File: src/rtl/lin_hdr_pkg.sv
package lin_hdr_pkg;
  typedef enum logic [2:0] {
    ST_IDLE,
    ST_BRK,
    ST_DLM,
    ST_SYNC,
    ST_ID
  } hdr_state_e;

  localparam logic [7:0] SYNC_BYTE = 8'h55;
  localparam int unsigned FRAME_BITS = 10;
endpackage

File: src/rtl/lin_brk_timer.sv
module lin_brk_timer #(
  parameter int unsigned PRE_W = 8,
  parameter int unsigned CNT_W = 8
) (
  input  logic             clk_i,
  input  logic             rst_ni,
  input  logic             load_i,
  input  logic             run_i,
  input  logic [PRE_W-1:0] pre_i,
  input  logic [CNT_W-1:0] cnt_i,
  output logic             uflow_o
);
  logic [PRE_W-1:0] pre_q, pc_q;
  logic [CNT_W-1:0] cc_q;

  assign uflow_o = run_i && (pc_q == '0) && (cc_q == '0);

  always_ff @(posedge clk_i or negedge rst_ni) begin
    if (!rst_ni) begin
      pre_q <= '0;
      pc_q  <= '0;
      cc_q  <= '0;
    end else if (load_i) begin
      pre_q <= pre_i;
      pc_q  <= pre_i;
      cc_q  <= cnt_i;
    end else if (run_i) begin
      if (pc_q == '0) begin
        pc_q <= pre_q;
        if (cc_q != '0) cc_q <= cc_q - 1'b1;
      end else begin
        pc_q <= pc_q - 1'b1;
      end
    end
  end

  // run drops on the edge that consumes the underflow
  p_uflow_single_r3: assert property (@(posedge clk_i) disable iff (!rst_ni)
    uflow_o |=> !uflow_o);
endmodule

File: src/rtl/lin_uart_tx.sv
module lin_uart_tx #(
  parameter int unsigned DIV_W = 8
) (
  input  logic             clk_i,
  input  logic             rst_ni,
  input  logic             clr_i,
  input  logic             ld_i,
  input  logic [7:0]       data_i,
  input  logic [DIV_W-1:0] div_i,
  output logic             tx_o,
  output logic             done_o
);
  import lin_hdr_pkg::*;
  localparam int unsigned BC_W = $clog2(FRAME_BITS);

  logic [FRAME_BITS-1:0] sh_q;
  logic [BC_W-1:0]       bc_q;
  logic [DIV_W-1:0]      dv_q, div_q;
  logic                  act_q;

  assign done_o = act_q && (dv_q == '0) && (bc_q == '0);
  assign tx_o   = act_q ? sh_q[0] : 1'b1;

  always_ff @(posedge clk_i or negedge rst_ni) begin
    if (!rst_ni) begin
      sh_q  <= '1;
      bc_q  <= '0;
      dv_q  <= '0;
      div_q <= '0;
      act_q <= 1'b0;
    end else if (clr_i) begin
      act_q <= 1'b0;
      sh_q  <= '1;
    end else if (ld_i) begin
      sh_q  <= {1'b1, data_i, 1'b0};
      bc_q  <= BC_W'(FRAME_BITS - 1);
      dv_q  <= div_i;
      div_q <= div_i;
      act_q <= 1'b1;
    end else if (act_q) begin
      if (dv_q == '0) begin
        if (bc_q == '0) begin
          act_q <= 1'b0;
        end else begin
          sh_q <= {1'b1, sh_q[FRAME_BITS-1:1]};
          bc_q <= bc_q - 1'b1;
          dv_q <= div_q;
        end
      end else begin
        dv_q <= dv_q - 1'b1;
      end
    end
  end

  // a new byte is loaded only into an idle shifter or on the last stop cycle
  p_ld_no_overlap_r8: assert property (@(posedge clk_i) disable iff (!rst_ni)
    ld_i |-> (!act_q || done_o));
endmodule

File: src/rtl/lin_hdr_seq.sv
module lin_hdr_seq #(
  parameter int unsigned DIV_W = 8
) (
  input  logic             clk_i,
  input  logic             rst_ni,
  input  logic             start_i,
  input  logic             lin_en_i,
  input  logic             master_i,
  input  logic             abort_i,
  input  logic             irq_en_i,
  input  logic             clr_i,
  input  logic             ack_i,
  input  logic [7:0]       id_i,
  input  logic [DIV_W-1:0] div_i,
  input  logic             uflow_i,
  input  logic             uart_done_i,
  output logic             tmr_load_o,
  output logic             tmr_run_o,
  output logic             ld_o,
  output logic [7:0]       ld_data_o,
  output logic [DIV_W-1:0] div_o,
  output logic             uart_clr_o,
  output logic             brk_low_o,
  output logic             busy_o,
  output logic             brk_done_o,
  output logic             irq_o,
  output logic             resp_go_o
);
  import lin_hdr_pkg::*;

  hdr_state_e       st_q;
  logic [DIV_W-1:0] dc_q, div_q;
  logic [7:0]       id_q;
  logic             flag_q, irq_q, resp_q, accept;

  assign accept     = (st_q == ST_IDLE) && start_i && lin_en_i && master_i && !abort_i;
  assign tmr_load_o = accept;
  assign tmr_run_o  = (st_q == ST_BRK);
  assign ld_o       = !abort_i && (((st_q == ST_DLM) && (dc_q == '0)) ||
                                   ((st_q == ST_SYNC) && uart_done_i));
  assign ld_data_o  = (st_q == ST_DLM) ? SYNC_BYTE : id_q;
  assign div_o      = div_q;
  assign uart_clr_o = abort_i;
  assign brk_low_o  = (st_q == ST_BRK);
  assign busy_o     = (st_q != ST_IDLE);
  assign brk_done_o = flag_q;
  assign irq_o      = irq_q;
  assign resp_go_o  = resp_q;

  always_ff @(posedge clk_i or negedge rst_ni) begin
    if (!rst_ni) begin
      st_q   <= ST_IDLE;
      dc_q   <= '0;
      div_q  <= '0;
      id_q   <= '0;
      resp_q <= 1'b0;
    end else begin
      resp_q <= 1'b0;
      if (abort_i) begin
        st_q <= ST_IDLE;
      end else begin
        unique case (st_q)
          ST_IDLE: if (accept) begin
            st_q  <= ST_BRK;
            id_q  <= id_i;
            div_q <= div_i;
          end
          ST_BRK: if (uflow_i) begin
            st_q <= ST_DLM;
            dc_q <= div_q;
          end
          ST_DLM: begin
            if (dc_q == '0) st_q <= ST_SYNC;
            else            dc_q <= dc_q - 1'b1;
          end
          ST_SYNC: if (uart_done_i) st_q <= ST_ID;
          ST_ID: if (uart_done_i) begin
            st_q   <= ST_IDLE;
            resp_q <= 1'b1;
          end
          default: st_q <= ST_IDLE;
        endcase
      end
    end
  end

  always_ff @(posedge clk_i or negedge rst_ni) begin
    if (!rst_ni) begin
      flag_q <= 1'b0;
      irq_q  <= 1'b0;
    end else begin
      irq_q <= uflow_i && irq_en_i;
      if (uflow_i)            flag_q <= 1'b1;
      else if (clr_i || ack_i) flag_q <= 1'b0;
    end
  end

  p_flag_clear_r6: assert property (@(posedge clk_i) disable iff (!rst_ni)
    ((clr_i || ack_i) && !uflow_i) |=> !flag_q);
  p_id_held_r10: assert property (@(posedge clk_i) disable iff (!rst_ni)
    (busy_o && start_i) |=> $stable(id_q));
endmodule

File: src/rtl/lin_hdr_tx.sv
module lin_hdr_tx #(
  parameter int unsigned PRE_W = 8,
  parameter int unsigned CNT_W = 8,
  parameter int unsigned DIV_W = 8
) (
  input  logic             clk_i,
  input  logic             rst_ni,
  input  logic             lin_en_i,
  input  logic             master_i,
  input  logic             start_i,
  input  logic             abort_i,
  input  logic             brk_irq_en_i,
  input  logic             brk_clr_i,
  input  logic             irq_ack_i,
  input  logic [PRE_W-1:0] brk_pre_i,
  input  logic [CNT_W-1:0] brk_cnt_i,
  input  logic [DIV_W-1:0] baud_div_i,
  input  logic [7:0]       id_i,
  output logic             txd_o,
  output logic             busy_o,
  output logic             brk_done_o,
  output logic             irq_o,
  output logic             resp_go_o
);
  logic             tmr_load, tmr_run, uflow;
  logic             ld, uart_clr, uart_tx, uart_done, brk_low;
  logic [7:0]       ld_data;
  logic [DIV_W-1:0] div_lat;

  lin_brk_timer #(.PRE_W(PRE_W), .CNT_W(CNT_W)) i_timer (
    .clk_i   (clk_i),
    .rst_ni  (rst_ni),
    .load_i  (tmr_load),
    .run_i   (tmr_run),
    .pre_i   (brk_pre_i),
    .cnt_i   (brk_cnt_i),
    .uflow_o (uflow)
  );

  lin_hdr_seq #(.DIV_W(DIV_W)) i_seq (
    .clk_i       (clk_i),
    .rst_ni      (rst_ni),
    .start_i     (start_i),
    .lin_en_i    (lin_en_i),
    .master_i    (master_i),
    .abort_i     (abort_i),
    .irq_en_i    (brk_irq_en_i),
    .clr_i       (brk_clr_i),
    .ack_i       (irq_ack_i),
    .id_i        (id_i),
    .div_i       (baud_div_i),
    .uflow_i     (uflow),
    .uart_done_i (uart_done),
    .tmr_load_o  (tmr_load),
    .tmr_run_o   (tmr_run),
    .ld_o        (ld),
    .ld_data_o   (ld_data),
    .div_o       (div_lat),
    .uart_clr_o  (uart_clr),
    .brk_low_o   (brk_low),
    .busy_o      (busy_o),
    .brk_done_o  (brk_done_o),
    .irq_o       (irq_o),
    .resp_go_o   (resp_go_o)
  );

  lin_uart_tx #(.DIV_W(DIV_W)) i_uart (
    .clk_i  (clk_i),
    .rst_ni (rst_ni),
    .clr_i  (uart_clr),
    .ld_i   (ld),
    .data_i (ld_data),
    .div_i  (div_lat),
    .tx_o   (uart_tx),
    .done_o (uart_done)
  );

  assign txd_o = !brk_low && uart_tx;

  p_gate_r1: assert property (@(posedge clk_i) disable iff (!rst_ni)
    (!busy_o && !(lin_en_i && master_i)) |=> !busy_o);
  p_start_low_r2: assert property (@(posedge clk_i) disable iff (!rst_ni)
    (start_i && !busy_o && lin_en_i && master_i && !abort_i) |=> (!txd_o && busy_o));
  p_flag_line_high_r4: assert property (@(posedge clk_i) disable iff (!rst_ni)
    $rose(brk_done_o) |-> txd_o);
  p_irq_flag_r5: assert property (@(posedge clk_i) disable iff (!rst_ni)
    irq_o |-> brk_done_o);
  p_resp_end_r9: assert property (@(posedge clk_i) disable iff (!rst_ni)
    resp_go_o |-> (!busy_o && $past(busy_o)));
  p_abort_idle_r11: assert property (@(posedge clk_i) disable iff (!rst_ni)
    abort_i |=> (!busy_o && txd_o));
endmodule

File: config.mk
export PLATFORM = sky130hd
export DESIGN_NAME = lin_hdr_tx
export DESIGN_NICKNAME = d
export VERILOG_FILES = /design/src/rtl/lin_hdr_pkg.sv /design/src/rtl/lin_brk_timer.sv /design/src/rtl/lin_uart_tx.sv /design/src/rtl/lin_hdr_seq.sv /design/src/rtl/lin_hdr_tx.sv
export SDC_FILE = /design/constraint.sdc
export NUM_CORES = 1
export LEC_CHECK = 0
export BUFFER_PORTS_ARGS = -buffer_cell sky130_fd_sc_hd__buf_2
export CAP_MARGIN = 25
export CORE_MARGIN = 2
export CORE_UTILIZATION = 30
export DETAILED_ROUTE_END_ITERATION = 12
export PLACE_DENSITY_LB_ADDON = 0.15
export SLEW_MARGIN = 25
export SYNTH_ARGS = -nofsm -noshare
export SYNTH_HDL_FRONTEND = slang
export SYNTH_SLANG_ARGS = --single-unit
File: constraint.sdc
create_clock -name clk_i -period 5.25 [get_ports clk_i]
set_input_delay 0.525 -clock clk_i [delete_from_list [all_inputs] [get_ports clk_i]]
set_output_delay 0.525 -clock clk_i [all_outputs]
set_load 0.01 [all_outputs]
==> metrics <==
ys async rst share=1.000; CTS Buf Count=9; DRC violations left=0; CTS tree=built; routed length per instance=15.77 um; CTS Hold Bufs=0; fraction of layout instances using a drive strength above 1=0.1928; Fin Setup TNS=0 ns; part of the Yosys area used for sequential elements=0.4723; ANT cells=0; RSZ-0062 raised after global routing=false; Layout Utilization=0.3567; clock power share=0.350; Synth Area in XOR/XNOR=0.02936; Rows=44; post-synthesis cell count=487; CORE AREA=between 0.01 and 0.015 mm^2; main combinational cell family by area after synthesis=simple AND/OR/NAND/NOR gates; Leak=around 0.0023 uW; synthesized area=roughly 0.0045 mm^2; slew margin rel.=0.4254; Die X=roughly 130 um; Pwr Total=approximately 1800 uW; DR iter-0 viols=about 180; total iterations of the first detailed-routing run=4; minimum clock period=2.797 ns; ranking of synthesized cells by area=dfrtp_1 42%, nand2_1 9.1%, dfstp_2 5.3%; leading cell types in the layout, fill and taps excluded=108 x nand2_1, 75 x dfrtp_1, 44 x buf_2; Die H=between 100 and 150 um; number of global-route vias before repair=3654; first-pass GRT wire length=between 15000 and 20000 um; Vias=approximately 3600; Fmax=about 360 MHz; Ys Warns=0; Total GRT Usage=0.1493; Longest Clk Path Bufs=2; Worst Path Required=~5.5 ns; final hold slack=roughly 0.099 ns; largest net degree at the start of global routing=between 50 and 60; grt ovf=0; ANT nets after route=0; Comb power frac=0.185; die area=between 0.015 and 0.02 mm^2; Initial Util=0.3079; WS Path Type=reg -> reg; max-slew violations=0; final hold vios=0; crit path DAT=about 3.0 ns; area grow syn2layout=15.88%; Cell variety after synth=64; Crit path max-delay family=simple AND/OR/NAND/NOR gates; compound-cell area share of the yosys netlist=0.1658; Most used DFF post-synth=dfrtp_1; Critical Path, Cell by Cell=nor3b_4 -> nand3_1 -> o21a_2 -> nor2_4 -> mux2_2; clock sinks=84; CP endpoint kind=flop; status=finished, final reports clean; Clock Root Buffer=clkbuf_16; RD Place Congestion=0.7710; Port Buffers=45; Psw=574.8 uW; post-synth top area share=0.4195; Synth Area per Inst=around 9.2 um^2; detailed-placement wirelength estimate=7680 um; Clock Latency Late Sink=about 0.34 ns; vias per cell=between 5 and 6; post-synthesis adder-cell area fraction=0.02237; sequential share of power=0.464; clk_skew=between 0.007 and 0.008 ns; IO Pins=46; CTS clk-pin slew, worst paths=~0.06 ns; switching share of power=0.3110; Buf/Inv on CP=0; worst stage delay on the critical path=about 0.7 ns; cell taking the most area after synthesis=dfrtp_1; initial antenna violation count=0; Setup violations, final=0; CP Max Fanout=21; Max Cap Viol=0; EDFF count, synth=0; Final period util=0.5328; post-synthesis mux area share=0.03971; Synth Area in Simple Gates=0.2315; pwr/cell area=~360 mW/mm^2; total wire length=11240 um; Worst Tran Pin Value=0.8581 ns; Int Power=1274 uW; commonest non-fill, non-tap cell in the layout=nand2_1; Post-CTS Setup Bufs=0; slowest cell on the critical path=nor3b_4; syn_nets=around 540; Hold/Removal Path Class=in -> async; nets=around 570; register bit total from synthesis=84; # H-tree levels=3; Startpoint Class=flop; VDD IR-drop max=approximately 0.00016 V; post-CTS sizing=0
==> power by group through the flow <==
stage,Clock (uW),Combinational [uW],Sequential (uW)
finish,648,343,858
global route,701,391,877
CTS,672,348,858
detailed placement,0,345,870
global placement,0,337,866
floorplan,0,264,830
==> per-layer routing <==
layer / wire length (um) / share of wire / global-route usage
met5: 0 / 0 / 0
met4: 82 / 0.0073 / 0.04137
met3: 318 / 0.028 / 0.03866
met2: 5249 / 0.47 / 0.2347
met1: 5589 / 0.50 / 0.2044
==> cells in the mapped netlist, types with 3 or more instances <==
library cell and number:
a221o_1 7, clkbuf_1 16, a31oi_1 7, a21o_1 3, xnor2_1 12, nand2b_1 8, ha_1 8, buf_2 4
nand2_1 108, nor4_1 6, o22ai_1 9, a211oi_1 4, nor3b_1 4, inv_1 20, xor2_1 3, dfstp_2 9
nand3_1 9, and3_1 5, mux2_2 14, or4_1 5, dfrtp_1 75, or3b_2 4, a21oi_1 25, nor2_1 27
nor3_1 11, or3_1 6, o21ai_0 28, o32a_1 3
==> metrics by stage <==
step / instances / area (um^2) / worst slack, ns
3_3_place_gp: 697 / 4867 / 2.331
3_5_place_dp: 697 / 4868 / 2.236
5_1_grt: 713 / 5185 / 2.154
6_report: 713 / 5185 / 2.453
2_1_floorplan: 487 / 4474 / 2.894
4_1_cts: 713 / 5170 / 2.224
==> layout make-up <==
| type | count | area, um^2 |
|---|---|---|
| timing repair buffer | 48 | 250.2 |
| fill | 1498 | 9349 |
| inverter | 20 | 75.07 |
| clock buffer | 10 | 229.0 |
| multi-input combinational | 361 | 2215 |
| clock inverter | 6 | 72.57 |
| sequential | 84 | 2113 |
| tap | 184 | 230.2 |
==> final timing paths <==
path	end	cells after the start	slack, ns	start
max in group asynchronous	i_seq.id_q[7]	2	4.08	rst_ni
min	i_uart.bc_q[1]	1	0.1	rst_ni
min in group clk_i	i_seq.div_o[5]	3	0.37	baud_div_i[5]
max reg2reg	i_uart.div_q[7]	5	2.45	i_seq.st_q[1]
min reg2reg	i_seq.id_q[1]	2	0.47	i_seq.id_q[1]
max	i_uart.div_q[7]	5	2.45	i_seq.st_q[1]
==> logic make-up (layout without fill, tap and decap cells) <==
kind of cell | Yosys count | in the layout
and+or+nand+nor | 211 | 211
buffers and inverters | 42 | 84
AOI/OAI and AO/OA | 111 | 111
muxes | 16 | 16
xor gates and xnor gates | 15 | 15
DFF | 84 | 84
adders and majority gates | 8 | 8
==> worst register-to-register path: cells and delay by family (launching register included) <==
kind | cells | cell delay, ns
muxes | 1 | 0.40
DFF | 1 | 0.67
and+or+nand+nor | 3 | 1.37
AOI/OAI and AO/OA | 1 | 0.24
==> state kept, by name, indices dropped and copies added (netlist names), 3 cells and up <==
register,flops
i_seq.dc_q,8
i_seq.div_o,8
i_seq.id_q,8
i_seq.st_q,3
i_timer.cc_q,8
i_timer.pc_q,8
i_timer.pre_q,8
i_uart.bc_q,4
i_uart.div_q,8
i_uart.dv_q,8
i_uart.sh_q,9
Note: power is estimated with default switching activity, not from simulation.
